===== config.mk =====
export PLATFORM = sky130hd
export DESIGN_NAME = byte_parity_unit
export DESIGN_NICKNAME = d
export VERILOG_FILES = /design/src/rtl/parity_pkg.sv /design/src/rtl/parity_lane.sv /design/src/rtl/byte_parity_unit.sv
export SDC_FILE = /design/constraint.sdc
export NUM_CORES = 1
export LEC_CHECK = 0
export BUFFER_PORTS_ARGS = -buffer_cell sky130_fd_sc_hd__buf_4
export CAP_MARGIN = 0
export CELL_PAD_IN_SITES_DETAIL_PLACEMENT = 0
export CELL_PAD_IN_SITES_GLOBAL_PLACEMENT = 2
export CORE_UTILIZATION = 25
export CTS_BUF_LIST = sky130_fd_sc_hd__clkbuf_8 sky130_fd_sc_hd__clkbuf_16
export CTS_CLUSTER_DIAMETER = 50
export DETAILED_ROUTE_END_ITERATION = 7
export GPL_ROUTABILITY_DRIVEN = 0
export MAX_ROUTING_LAYER = met4
export PLACE_DENSITY = 0.91
export SYNTH_ARGS = -nofsm -noshare
export SYNTH_HDL_FRONTEND = slang
export SYNTH_SLANG_ARGS = --single-unit

===== constraint.sdc =====
create_clock -name clk -period 5.1 [get_ports clk]
set_input_delay 1.02 -clock clk [delete_from_list [all_inputs] [get_ports clk]]
set_output_delay 1.02 -clock clk [all_outputs]
set_load 0.03 [all_outputs]

===== src/rtl/parity_pkg.sv =====
package parity_pkg;
  localparam int LANES_DEF = 4;
  localparam int DBITS_DEF = 8;

  typedef enum logic {
    SRC_INBOUND  = 1'b0,
    SRC_OUTBOUND = 1'b1
  } tree_src_e;
endpackage


===== src/rtl/parity_lane.sv =====
module parity_lane #(
  parameter int DBITS = 8
) (
  input  logic [DBITS:0] lane,
  input  logic           odd_sel,
  output logic           fill_bit,
  output logic           fault
);
  // A single xor tree over the data bits gives both the bit to insert
  // and, with the received parity bit folded in, the check result.
  assign fill_bit = (^lane[DBITS-1:0]) ^ odd_sel;
  assign fault    = fill_bit ^ lane[DBITS];
endmodule


===== src/rtl/byte_parity_unit.sv =====
module byte_parity_unit
  import parity_pkg::*;
#(
  parameter int LANES = LANES_DEF,
  parameter int DBITS = DBITS_DEF,
  localparam int LW = DBITS + 1,
  localparam int W  = LANES * LW
) (
  input  logic         clk,
  input  logic         rst,
  input  logic [W-1:0] bus_in,
  input  logic [W-1:0] rd_data,
  input  logic         odd_sel,
  input  logic         gen_en,
  input  logic         cs_n,
  input  logic         en,
  input  logic         wr_sel,
  input  logic         mbox_sel,
  output logic [W-1:0] rd_out,
  output logic         perr_n
);
  logic           gen_rd;
  tree_src_e      src;
  logic [W-1:0]   tree_in;
  logic [W-1:0]   out_nxt;
  logic [LANES-1:0] fill;
  logic [LANES-1:0] fault;

  assign gen_rd  = !cs_n && en && !wr_sel && mbox_sel && gen_en;
  assign src     = gen_rd ? SRC_OUTBOUND : SRC_INBOUND;
  assign tree_in = (src == SRC_OUTBOUND) ? rd_data : bus_in;

  for (genvar l = 0; l < LANES; l++) begin : g_lane
    parity_lane #(.DBITS(DBITS)) u_lane (
      .lane     (tree_in[l*LW +: LW]),
      .odd_sel  (odd_sel),
      .fill_bit (fill[l]),
      .fault    (fault[l])
    );
    assign out_nxt[l*LW +: DBITS] = rd_data[l*LW +: DBITS];
    assign out_nxt[l*LW + DBITS]  = (src == SRC_OUTBOUND) ? fill[l]
                                                          : rd_data[l*LW + DBITS];

    // a failing inbound byte pulls the flag low next clock
    assert_lane_fault_R2: assert property (@(posedge clk) disable iff (rst)
      (!(!cs_n && en && !wr_sel && mbox_sel && gen_en) &&
       ((^bus_in[l*LW +: LW]) != odd_sel)) |=> !perr_n);

    // generated bytes carry the selected parity
    assert_gen_parity_R5: assert property (@(posedge clk) disable iff (rst)
      (!cs_n && en && !wr_sel && mbox_sel && gen_en) |=>
      ((^rd_out[l*LW +: LW]) == $past(odd_sel)));

    // data bits always pass through
    assert_data_pass_R6: assert property (@(posedge clk) disable iff (rst)
      !rst |=> (rd_out[l*LW +: DBITS] == $past(rd_data[l*LW +: DBITS])));
  end

  always_ff @(posedge clk) begin
    if (rst) begin
      perr_n <= 1'b1;
      rd_out <= '0;
    end else begin
      perr_n <= (src == SRC_OUTBOUND) || !(|fault);
      rd_out <= out_nxt;
    end
  end

  // outside a generate read the data is copied unchanged
  assert_copy_R7: assert property (@(posedge clk) disable iff (rst)
    (!rst && !(!cs_n && en && !wr_sel && mbox_sel && gen_en)) |=>
    (rd_out == $past(rd_data)));

  // a generate read holds the flag inactive
  assert_forced_high_R8: assert property (@(posedge clk) disable iff (rst)
    (!cs_n && en && !wr_sel && mbox_sel && gen_en) |=> perr_n);
endmodule


# After elaboration in Yosys (flattened, before gate mapping)

Cells that the tools add are included.

Bits in registers: 37
Input bits: 80
Output and inout port bits: 37
Logic and storage cells: 29

Mux-type cells: 6
Bitwise gates (word level): 8
Reductions and logical operators: 13

Operators with widths:

| cell                | count |
|---|---|
| 36-bit two-way mux  | 1 |
| 8-bit XOR reduction | 4 |
| 1-bit bitwise XOR   | 8 |
| 1-bit two-way mux   | 5 |
| 1-bit logical AND   | 4 |
| 4-bit OR reduction  | 1 |
| 1-bit logical NOT   | 3 |
| 1-bit logical OR    | 1 |

# Longest topological paths before layout

Gate-level depths: netlist of run 1.

Depth after elaboration: 13
Mapped depth: 6
Depth with buffers taken out: 6

# Hierarchy

From an unflattened synthesis of run 1, not the netlist that was laid out.

Cells, all modules: 161
Area, all modules: 2144.6 um2

Modules (own cells, without submodules):

| module           | times used | cells an instance | area an instance (um2) | sequential area each (um2) |
|---|---|---|---|---|
| byte_parity_unit | 1          | 129               | 1724.2                 | 740.7 |
| parity_lane      | 4          | 8                 | 105.1                  | 0.0 |

# Worst setup path before layout of run 1

OpenSTA, ideal clock, no wires.

Path type: input to register
From: in bus_in[22]
To: reg perr_n
Library setup time: 0.079 ns
Data arrival time: 2.386 ns
Slack: 2.635 ns
Stages on the path: 6
Path buffers: 0
Cell sequence: xor2_1 > xnor3_1 > xnor2_1 > a22oi_1 > or4b_1 > o211ai_1

Cells in the longest elaborated chain, start to end: 7

RTL lines:

| element              | RTL line               | RTL |
|---|---|---|
| from (decl)          | byte_parity_unit.sv:11 | `input logic [W-1:0] bus_in,` |
| 36-bit two-way mux   | byte_parity_unit.sv:31 | `assign tree_in = (src == SRC_OUTBOUND) ? rd_data : bus_in;` |
| 8-bit XOR reduction  | parity_lane.sv:11      | `assign fill_bit = (^lane[DBITS-1:0]) ^ odd_sel;` |
| 1-bit bitwise XOR    | parity_lane.sv:11      |  |
| 1-bit bitwise XOR    | parity_lane.sv:12      | `assign fault = fill_bit ^ lane[DBITS];` |
| 4-bit OR reduction   | byte_parity_unit.sv:64 | `perr_n <= (src == SRC_OUTBOUND) \|\| !(\|fault);` |
| 1-bit logical NOT    | byte_parity_unit.sv:64 |  |
| 1-bit logical OR     | byte_parity_unit.sv:64 |  |
| to (signal assigned) | byte_parity_unit.sv:64 |  |
| to (decl)            | byte_parity_unit.sv:20 | `output logic perr_n` |

Every way passes these cells.
A chain may end at the register's enable or synchronous reset.

# Final worst setup path of run 1

From: in wr_sel
To: reg perr_n

Cells in the longest elaborated chain, start to end: 12
Elaborated cells between the ends (all ways): 21
Classes of those cells: mux: 2; bitwise: 8; reduce/logical: 11

RTL lines:

| element                          | RTL line               | RTL |
|---|---|---|
| from (decl)                      | byte_parity_unit.sv:17 | `input logic wr_sel,` |
| 1-bit logical NOT *              | byte_parity_unit.sv:29 | `assign gen_rd = !cs_n && en && !wr_sel && mbox_sel && gen_en;` |
| 1-bit logical AND * (3 in a row) | byte_parity_unit.sv:29 |  |
| 1-bit two-way mux *              | byte_parity_unit.sv:30 | `assign src = gen_rd ? SRC_OUTBOUND : SRC_INBOUND;` |
| 36-bit two-way mux               | byte_parity_unit.sv:31 |  |
| 8-bit XOR reduction              | parity_lane.sv:11      |  |
| 1-bit bitwise XOR                | parity_lane.sv:11      |  |
| 1-bit bitwise XOR                | parity_lane.sv:12      |  |
| 4-bit OR reduction               | byte_parity_unit.sv:64 |  |
| 1-bit logical NOT                | byte_parity_unit.sv:64 |  |
| 1-bit logical OR *               | byte_parity_unit.sv:64 |  |

Every way passes the cells marked *; elsewhere a longest branch is shown, timed or not.

==> reports/qor.txt, run 1 <==
DR pass1 iterations: 4
IO Pins: 117
Hold path depth: 2
Relative slew margins: 56.13%
Final worst setup slack: 2583 ps
Max Buffers Root-to-Sink: 2
Syn avg cell area: 10.94 um2
Synth Area in XOR/XNOR: 37.45%
Setup TNS: 0 ps
Place WS: 2272 ps
TritonCTS clock tree: yes
Worst-path clk slew: 70 ps
RSZ-0062 raised after global routing: false
Via Count: 1460
CP required: 5300 ps
Starting Density: 26.12%
Die Y: 86.72 um
Slew @ Worst Pin: 656.1 ps
Num CTS Buffers: 5
Hold Worst Slack: 964.8 ps
Cell variety after synth: 16
Syn Inst Count: 164
First-pass GRT wire length: 6092 um
Routed Antenna Nets: 0
Critical path class: in2reg
CTS Sinks: 37
Vias in the first global route: 1429
Overflow after GRT: 0
H-tree depth: 2
Cts repair resizes: 0
Starting DRT DRC Count: 25
Post-Synth Adder-Cell Area: 0%
Area growth syn-to-layout: 58.79%
Post-CTS setup buffers: 0
Final Setup Violations: 0
CTS Hold Bufs: 0
Routed Wire Length: 3927 um
PnR Total Power: 0.7896 mW
Maximum vdd drop: 0.08081 mV
Nets: 361
Syn nets: 244
Pins Over Slew Limit: 0
DRC: 0
Flop pwr share: 39.2%
Logic pwr share: 36.1%
Mux contribution to synthesized area: 2.301%
Max_cap viols: 0
Crit end category: flop
Power Dens Cells: 277.1 nW/um2
Initial antenna violation count: 0
Fmax: 397.3 MHz
Final hold vios: 0
Rows: 30
YS warnings: 0
Main combinational cell family by area after synthesis: XOR/XNOR gates
Post-synthesis sequential element count: 37
Status: completed
Period utilization: 49.36%
Placed Area: 2763 um2
Core box area: 6869 um2
Clock Power Share: 24.7%
I/O Buffers: 116
Leak: 1.343 nW
Crit path DAT: 2720 ps
Sequential share of the synthesized area: 41.28%
Switching share of total power: 27.73%
Internal: 0.5707 mW
Die X: 86.72 um
DR vias/cell: 3.873
Min Tclk post-route: 2517 ps
Commonest non-fill, non-tap cell in the layout: buf_4
Root Buffer: clkbuf_8
Compound-Gate Fraction of Synth Area: 2.510%
Synth Area in Simple Gates: 15.20%
Die area: 7519 um2
Pin count of the biggest net entering global routing: 38
Crit path max fanout: 15
Worst Hold Class: in2reg
Dpl hpwl: 3245 um
GRT Total Usage: 10.74%
# diodes: 0
Worst setup SP type: primary input
Design area: 2849 um2
Share of post-route cells with drive strength above 1: 43.42%
Most frequent cells in the layout: buf_4 (116), xnor2_1 (44), dfxtp_1 (37)
Switching power: 0.2189 mW
DR WL/cell: 10.42 um
Synthesized area: 1794 um2
Yosys cell counts:
master / count / area (um2)
xor3_1: 1 / 23.77
nor2_1: 6 / 22.52
clkbuf_1: 6 / 22.52
xor2_1: 12 / 105.1
xnor3_1: 7 / 157.7
a22oi_1: 1 / 7.510
mux2i_1: 3 / 30.03
mux2_1: 1 / 11.26
xnor2_1: 44 / 385.4
o21a_1: 4 / 30.03
o211ai_1: 1 / 7.510
or4b_1: 1 / 10.01
nand2_1: 4 / 15.01
dfxtp_1: 37 / 740.7
nand4_1: 2 / 12.51
nor2b_1: 34 / 212.7
layout make-up:
cell class	instances	area, um2
Multi-Input combinational cell	121	1031
Fill cell	709	4020
Clock inverter	1	3.754
Tap cell	96	120.1
Sequential cell	37	740.7
Timing Repair Buffer	116	870.8
Clock buffer	6	82.58
power by group through the flow:
stage	combinational [mW]	sequential (mW)	clock, mW
floorplan	0.153	0.351	0
global placement	0.287	0.316	0
detailed placement	0.289	0.317	0
CTS	0.290	0.310	0.206
global route	0.309	0.311	0.215
finish	0.285	0.310	0.195
per-stage QoR:
stage,utilization [%],cells
floorplan,-,164
global placement,40.22,370
CTS,41.48,377
detailed placement,40.22,370
finish,41.48,377
global route,41.48,377
kinds of logic (layout without fill, tap and decap cells):
kind of cell	Yosys count	in the layout
XOR/XNOR	64	64
AND/OR/NAND/NOR	47	47
buffers and inverters	6	123
AO/OA/AOI/OAI	6	6
multiplexers	4	4
flip-flops	37	37
path summary, 6_finish.rpt:
check	slack, ps	start	to
max	2580	wr_sel	perr_n
min	960	rd_data[11]	rd_out[11]
worst max-delay path, cell delays in order:
cell and delay (ps):
buf_4 110, nor2_1 100, nand4_1 540, nor2_1 250, a22oi_1 110, or4b_1 500, o211ai_1 90
flip-flops by register name (all words and copies together) (netlist names):
name,cells
rd_out,36
perr_n,1
layer usage:
metal	up-vias	track usage, %	share of wire (%)
met2	72	18.90	51
li1	745	-	-
met4	0	4.545	1.9
met1	637	11.59	39
met5	-	-	0
met3	6	2.476	7.6
Note: power is estimated with default switching activity, not from simulation.
==> inputs of run 2 (changes only) <==
--- a/config.mk
+++ b/config.mk
@@ -9,13 +9,13 @@
 export CAP_MARGIN = 0
 export CELL_PAD_IN_SITES_DETAIL_PLACEMENT = 0
 export CELL_PAD_IN_SITES_GLOBAL_PLACEMENT = 2
-export CORE_UTILIZATION = 25
+export CORE_UTILIZATION = 23
 export CTS_BUF_LIST = sky130_fd_sc_hd__clkbuf_8 sky130_fd_sc_hd__clkbuf_16
 export CTS_CLUSTER_DIAMETER = 50
 export DETAILED_ROUTE_END_ITERATION = 7
 export GPL_ROUTABILITY_DRIVEN = 0
 export MAX_ROUTING_LAYER = met4
-export PLACE_DENSITY = 0.91
+export PLACE_DENSITY = 0.85
 export SYNTH_ARGS = -nofsm -noshare
 export SYNTH_HDL_FRONTEND = slang
 export SYNTH_SLANG_ARGS = --single-unit
==> constraint.sdc (replaced) <==
create_clock -name clk -period 2.35 [get_ports clk]
set_input_delay 0.47 -clock clk [delete_from_list [all_inputs] [get_ports clk]]
set_output_delay 0.47 -clock clk [all_outputs]
set_load 0.03 [all_outputs]
==> run 2 against run 1 <==
Final cell count is 1.1% higher. Hold slack worse by 550 ps. Sequential power is 120% higher. Cell area is 0.40% higher. Utilization is 2.9 points lower. Global-route usage is 0.43 points lower. Combinational power is 120% higher. Die area is 8.5% higher. Critical endpoint unchanged. First-iteration DRC count is 28% higher. Largest cell class unchanged. Total power is 120% higher. Clock power is 120% higher. Sequential share of layout area is 0.10 points lower.
==> reports/qor.txt, run 2 (synthesis gave the netlist of run 1 again) <==
Post-CTS setup buffers: 0 (unchanged)
Worst setup SP type: primary input (unchanged)
H-tree depth: 2 (unchanged)
Final Setup Violations: 0 (unchanged)
Dpl hpwl: 3250 um (was 3245 um)
Most flops, register: rd_out (unchanged)
GRT Total Usage: 10.31% (was 10.74%)
Die X: 90.33 um (was 86.72 um)
Routed Wire Length: 4005 um (was 3927 um)
Critical path class: in2reg (unchanged)
Fin cells: 381 (was 377)
Final hold vios: 0 (unchanged)
IO Pins: 117 (unchanged)
Overflow after GRT: 0 (unchanged)
Starting DRT DRC Count: 32 (was 25)
First-pass GRT wire length: 6320 um (was 6092 um)
Worst-path clk slew: 70 ps (about the same)
# diodes: 0 (unchanged)
I/O Buffers: 116 (unchanged)
Status: completed (unchanged)
Root Buffer: clkbuf_8 (unchanged)
Area growth syn-to-layout: 59.41% (was 58.79%)
Finished Core Util: 38.61% (was 41.48%)
Max_cap viols: 0 (unchanged)
Rows: 31 (was 30)
Max FFs per register: 36 (unchanged)
Fmax: 535.8 MHz
Min-delay src: rd_data[27] (was rd_data[11])
CP most frequent cell: xnor2_1 (was nor2_1)
Critical path's slowest cell: or4b_1 (was nand4_1)
Pin count of the biggest net entering global routing: 38 (unchanged)
Share of post-route cells with drive strength above 1: 43.62% (was 43.42%)
RSZ-0062 raised after global routing: false (unchanged)
Setup TNS: 0 ps (unchanged)
Top flop regs: rd_out: 36 flops, perr_n: 1 flops (unchanged)
Crit path max fanout: 2 (was 15)
Pins Over Slew Limit: 0 (unchanged)
Critical path's largest stage delay: 510 ps (was 540 ps)
Worst Setup SP: bus_in[25] (was wr_sel)
WP buf/inv: 1 (unchanged)
CP required: 2550 ps (was 5300 ps)
Core box area: 7408 um2 (was 6869 um2)
CTS Sinks: 37 (unchanged)
Worst Hold Class: in2reg (unchanged)
Max Buffers Root-to-Sink: 2 (unchanged)
Starting Density: 24.22% (was 26.12%)
Design area: 2860 um2 (was 2849 um2)
Die area: 8159 um2 (was 7519 um2)
Routed Antenna Nets: 0 (unchanged)
Maximum vdd drop: 0.1727 mV (was 0.08081 mV)
Crit path DAT: 2070 ps (was 2720 ps)
Crit end category: flop (unchanged)
Power Dens Cells: 601.4 nW/um2 (was 277.1 nW/um2)
TritonCTS clock tree: yes (unchanged)
Placed Area: 2774 um2 (was 2763 um2)
Num CTS Buffers: 5 (unchanged)
Die Y: 90.33 um (was 86.72 um)
Cells along the critical path: buf_4, xnor2_1, xnor3_1, xnor2_1, a22oi_1, or4b_1, o211ai_1 (was buf_4, nor2_1, nand4_1, nor2_1, a22oi_1, or4b_1, o211ai_1)
Min Tclk post-route: 1867 ps
# fillers: 742 (was 709)
DR pass1 iterations: 4 (unchanged)
DR vias/cell: 3.766 (was 3.873)
Leak: 1.347 nW (was 1.343 nW)
Via Count: 1435 (was 1460)
Slew @ Worst Pin: 389.8 ps (was 656.1 ps)
Delay-heaviest family, CP: XOR/XNOR gates (was simple AND/OR/NAND/NOR gates)
Relative slew margins: 74.01% (was 56.13%)
DP Cell Count: 374 (was 370)
Vias in the first global route: 1399 (was 1429)
Most frequent cells in the layout: buf_4 (117), xnor2_1 (44), dfxtp_1 (37) (was buf_4 (116), xnor2_1 (44), dfxtp_1 (37))
Initial antenna violation count: 0 (unchanged)
Cts repair resizes: 0 (unchanged)
Nets: 362 (was 361)
DRC: 0 (unchanged)
DR WL/cell: 10.51 um (was 10.42 um)
CTS Hold Bufs: 0 (unchanged)
Commonest non-fill, non-tap cell in the layout: buf_4 (unchanged)
Period utilization: 79.43%
-- run 2: cell count changes in the layout (fill, tap and decap cells not counted), sizes merged --
cell / previous run / this run
buf: 116 / 117
-- run 2: power breakdown --
part / internal (mW) / switching, mW
Clock: 0.228 / 0.202
Combinational: 0.348 / 0.270
Sequential: 0.663 / 0.00891
Total: 1.24 / 0.481
-- run 2: final timing paths --
check / endpoint / slack, ps / cells past startpoint
worst max-delay path: perr_n / 480 / 7
worst min-delay path: rd_out[27] / 420 / 2
-- run 2: final cells by class --
| cell class | instances | area [um2] | area share (%) |
|---|---|---|---|
| Sequential cell | 37 | 740.7 | 25.90 |
| Clock buffer | 6 | 82.58 | 2.887 |
| Multi-Input combinational cell | 121 | 1031 | 36.05 |
| Clock inverter | 1 | 3.754 | 0.1312 |
| Timing Repair Buffer | 117 | 878.3 | 30.71 |
| Tap cell | 99 | 123.9 | 4.331 |
-- run 2: metrics by stage --
step                hold slack (ps)  setup WS [ps]  power (mW)
CTS                           403.0          472.7       1.761
global route                  402.8          357.5       1.834
floorplan                     598.2          435.5       1.092
finish                        415.2          483.5       1.720
detailed placement            702.0          173.1       1.313
global placement              696.1          219.5       1.309
-- run 2: per-layer routing --
layer	wire length [um]	vias up	GRT usage [%]
li1	-	749	-
met1	1697	603	11.41
met2	1906	77	17.18
met3	327	6	2.862
met4	75	0	4.839
met5	0	-	-
==> inputs of run 3 (changes only) <==
--- a/config.mk
+++ b/config.mk
@@ -5,17 +5,18 @@
 export SDC_FILE = /design/constraint.sdc
 export NUM_CORES = 1
 export LEC_CHECK = 0
+export ABC_AREA = 1
 export BUFFER_PORTS_ARGS = -buffer_cell sky130_fd_sc_hd__buf_4
 export CAP_MARGIN = 0
 export CELL_PAD_IN_SITES_DETAIL_PLACEMENT = 0
 export CELL_PAD_IN_SITES_GLOBAL_PLACEMENT = 2
-export CORE_UTILIZATION = 23
+export CORE_UTILIZATION = 19
 export CTS_BUF_LIST = sky130_fd_sc_hd__clkbuf_8 sky130_fd_sc_hd__clkbuf_16
 export CTS_CLUSTER_DIAMETER = 50
 export DETAILED_ROUTE_END_ITERATION = 7
 export GPL_ROUTABILITY_DRIVEN = 0
 export MAX_ROUTING_LAYER = met4
-export PLACE_DENSITY = 0.85
+export PLACE_DENSITY = 0.83
 export SYNTH_ARGS = -nofsm -noshare
 export SYNTH_HDL_FRONTEND = slang
 export SYNTH_SLANG_ARGS = --single-unit
==> constraint.sdc (replaced) <==
create_clock -name clk -period 1.67 [get_ports clk]
set_input_delay 0.334 -clock clk [delete_from_list [all_inputs] [get_ports clk]]
set_output_delay 0.334 -clock clk [all_outputs]
set_load 0.03 [all_outputs]
==> run 3 against run 2 <==
Flip-flop and latch count unchanged. Non-clock buffer count increased by 9. First-iteration DRC count increased by 3.1%. Via count increased by 55%. Area after synthesis increased by 13%. Combinational power increased by 29%. Utilization decreased by 6.1 points. Routed wire length increased by 56%. Sequential power increased by 41%. Largest power group unchanged.
==> reports/qor.txt, run 3 <==
Vias in the first global route: 2097 (was 1399)
Period utilization: 94.86%
Area growth syn-to-layout: 65.78% (was 59.41%)
Fin cells: 586 (was 381)
Critical path class: in2reg (unchanged)
Synthesized area: 2033 um2 (was 1794 um2)
First-pass GRT wire length: 9515 um (was 6320 um)
Die Y: 105.4 um (was 90.33 um)
Cts repair resizes: 0 (unchanged)
Die area: 11120 um2 (was 8159 um2)
Final hold vios: 0 (unchanged)
Syn avg cell area: 6.275 um2 (was 10.94 um2)
Routed Wire Length: 6246 um (was 4005 um)
CTS Sinks: 37 (unchanged)
TritonCTS clock tree: yes (unchanged)
Sequential share of the synthesized area: 36.43% (was 41.28%)
Switching power: 0.7854 mW (was 0.4811 mW)
Crit path max fanout: 5 (was 2)
DR top layer: met4 (unchanged)
Max FFs per register: 36 (unchanged)
Metal2 WL: 3018 um (was 1906 um)
Min-delay src: rd_data[9] (was rd_data[27])
Most frequent cells in the layout: buf_4 (122), nand2_1 (92), inv_1 (52) (was buf_4 (117), xnor2_1 (44), dfxtp_1 (37))
# diodes: 0 (unchanged)
Main combinational cell family by area after synthesis: simple AND/OR/NAND/NOR gates (was XOR/XNOR gates)
WP depth: 18 (was 7)
DR WL/cell: 10.66 um (was 10.51 um)
Synth Flop Type: dfxtp_1 (unchanged)
Design area: 3371 um2 (was 2860 um2)
Min Tclk post-route: 1584 ps
Flop pwr share: 36.9% (was 39.1%)
Clock Power Share: 32.1% (was 25.0%)
Overflow after GRT: 0 (unchanged)
Crit end category: flop (unchanged)
Pins Over Slew Limit: 0 (unchanged)
CP required: 1840 ps (was 2550 ps)
Max_cap viols: 0 (unchanged)
RSZ-0062 raised after global routing: true (was false)
Internal: 1.780 mW (was 1.239 mW)
Synth Area in Simple Gates: 37.35% (was 15.20%)
Syn Inst Count: 324 (was 164)
Setup TNS: 0 ps (unchanged)
Leak: 1.891 nW (was 1.347 nW)
Delay-heaviest family, CP: simple AND/OR/NAND/NOR gates (was XOR/XNOR gates)
Compound-Gate Fraction of Synth Area: 2.892% (was 2.510%)
Cell variety after synth: 19 (was 16)
WP buf/inv: 3 (was 1)
Starting DRT DRC Count: 33 (was 32)
Pin count of the biggest net entering global routing: 25 (was 38)
Root Buffer: clkbuf_8 (unchanged)
Worst-path clk slew: 80 ps (was 70 ps)
Switching share of total power: 30.62% (was 27.97%)
GRT Total Usage: 11.24% (was 10.31%)
Critical path's slowest cell: nor2_4 (was or4b_1)
Post-synth top area share: 36.43% (was 41.28%)
Asr flop ratio synth: 0% (unchanged)
Die X: 105.4 um (was 90.33 um)
Rows: 37 (was 31)
DP Cell Count: 576 (was 374)
Most common cell in the netlist: nand2_1 (was xnor2_1)
Max Buffers Root-to-Sink: 2 (unchanged)
Syn nets: 404 (was 244)
Worst setup SP type: primary input (unchanged)
Starting Density: 19.61% (was 24.22%)
CTS Hold Bufs: 0 (unchanged)
Wire length on met3: 278 um (was 327 um)
Share of post-route cells with drive strength above 1: 40.67% (was 43.62%)
Worst Setup SP: cs_n (was bus_in[25])
Critical path's largest stage delay: 200 ps (was 510 ps)
Maximum vdd drop: 0.4229 mV (was 0.1727 mV)
Worst Setup EP: perr_n (unchanged)
Initial antenna violation count: 0 (unchanged)
Core box area: 10370 um2 (was 7408 um2)
Crit path DAT: 1760 ps (was 2070 ps)
Most common library cells after synthesis: nand2_1 (108), inv_1 (52), nor2_1 (46) (was xnor2_1 (44), dfxtp_1 (37), nor2b_1 (34))
Power Dens Cells: 761.0 nW/um2 (was 601.4 nW/um2)
DR pass1 iterations: 4 (unchanged)
Top flop regs: rd_out: 36 flops, perr_n: 1 flops (unchanged)
Cells along the critical path: buf_4, inv_1, nand2_2, nor2_4, clkbuf_16, nand2_2, nand2_2, nand2_2, nand2_2, nand2_2, nand2_1, nand2_1, nand2_1, nand2_1, nand2_1, nor2_1, nand2_1, nand2_1 (was buf_4, xnor2_1, xnor3_1, xnor2_1, a22oi_1, or4b_1, o211ai_1)
I/O Buffers: 116 (unchanged)
Synth Area in XOR/XNOR: 9.477% (was 37.45%)
Status: completed (unchanged)
DRC: 0 (unchanged)
Num CTS Buffers: 5 (unchanged)
CP most frequent cell: nand2_1 (was xnor2_1)
Metal-1 WL: 2814 um (was 1697 um)
Post-synthesis sequential element count: 37 (unchanged)
Worst Hold Class: in2reg (unchanged)
Relative slew margins: 78.61% (was 74.01%)
DR vias/cell: 3.787 (was 3.766)
Nets: 529 (was 362)
Dpl hpwl: 4889 um (was 3250 um)
Cell taking the most area after synthesis: dfxtp_1 (unchanged)
YS warnings: 0 (unchanged)
Logic pwr share: 31.1% (was 35.9%)
Fmax: 631.2 MHz
Most flops, register: rd_out (unchanged)
# fillers: 1171 (was 742)
Number of synthesized flops with an enable pin: 0 (unchanged)
Post-CTS setup buffers: 0 (unchanged)
H-tree depth: 2 (unchanged)
Final Setup Violations: 0 (unchanged)
Slew @ Worst Pin: 319.7 ps (was 389.8 ps)
Post-Synth Adder-Cell Area: 0% (unchanged)
IO Pins: 117 (unchanged)
Commonest non-fill, non-tap cell in the layout: buf_4 (unchanged)
Placed Area: 3103 um2 (was 2774 um2)
Via Count: 2219 (was 1435)
Routed Antenna Nets: 0 (unchanged)
Mux contribution to synthesized area: 0% (was 2.301%)
Area contributors post-synth: dfxtp_1 (36%), nand2_1 (20%), inv_1 (9.6%) (was dfxtp_1 (41%), xnor2_1 (21%), nor2b_1 (12%))
-- run 3: cell types whose count changed after synthesis, sizes merged, moves of 3 or more --
cell and delta:
buf +4, inv +59, mux2i -3, nand2 +114, nand3 +16, nor2 +41, nor2b -34, o21a -4
o21ai +10, or2 +4, xnor2 -28, xnor3 -7, xor2 -6
-- run 3: stage by stage --
| stage | utilization (%) | setup slack, ps | power [mW] | hold WS [ps] |
|---|---|---|---|---|
| 3_3_place_gp | 29.92 | -132.2 | 1.715 | 551.8 |
| 5_1_grt | 32.50 | -42.83 | 2.718 | 242.8 |
| 4_1_cts | 31.04 | 133.5 | 2.557 | 242.6 |
| 3_5_place_dp | 29.92 | -174.1 | 1.720 | 553.9 |
| 2_1_floorplan | - | 159.6 | 1.389 | 441.0 |
| 6_report | 32.50 | 85.76 | 2.565 | 255.0 |
-- run 3: cells by family (layout without fill, tap and decap cells) --
group / count (synthesis) / in the layout
xor+xnor: 22 / 22
buf+inv: 68 / 194
flops: 37 / 37
compound gates: 11 / 11
simple gates: 186 / 186
-- run 3: metal layers --
layer / vias to the layer above / track usage, %
li1: 1184 / -
met3: 10 / 2.288
met1: 961 / 13.32
met2: 64 / 18.61
met5: - / -
met4: 0 / 4.527
-- run 3: cell type report --
| type | instances | area [um2] | area share, % |
|---|---|---|---|
| clock inverters | 2 | 33.78 | 1.002 |
| inverters | 60 | 225.2 | 6.682 |
| multi-input cells | 219 | 1112 | 33.00 |
| well taps | 136 | 170.2 | 5.048 |
| clock buffers | 6 | 82.58 | 2.450 |
| flip-flops and latches | 37 | 740.7 | 21.97 |
| repair buffers | 126 | 1006 | 29.84 |
-- run 3: worst min-delay path by stage --
stage | cells past startpoint | endpoint | slack [ps]
3_5_place_dp | 3 | rd_out[26] | 550
5_1_grt | 3 | rd_out[9] | 240
6_report | 3 | rd_out[9] | 260
3_3_place_gp | 3 | rd_out[9] | 550
4_1_cts | 3 | rd_out[13] | 240
2_1_floorplan | 2 | rd_out[0] | 440
-- run 3: power groups by stage --
stage               clock network (mW)  logic (mW)  registers, mW
floorplan                            0       0.320           1.07
global placement                     0       0.749          0.966
detailed placement                   0       0.753          0.966
CTS                              0.856       0.755          0.946
global route                     0.889       0.880          0.950
finish                           0.823       0.797          0.945
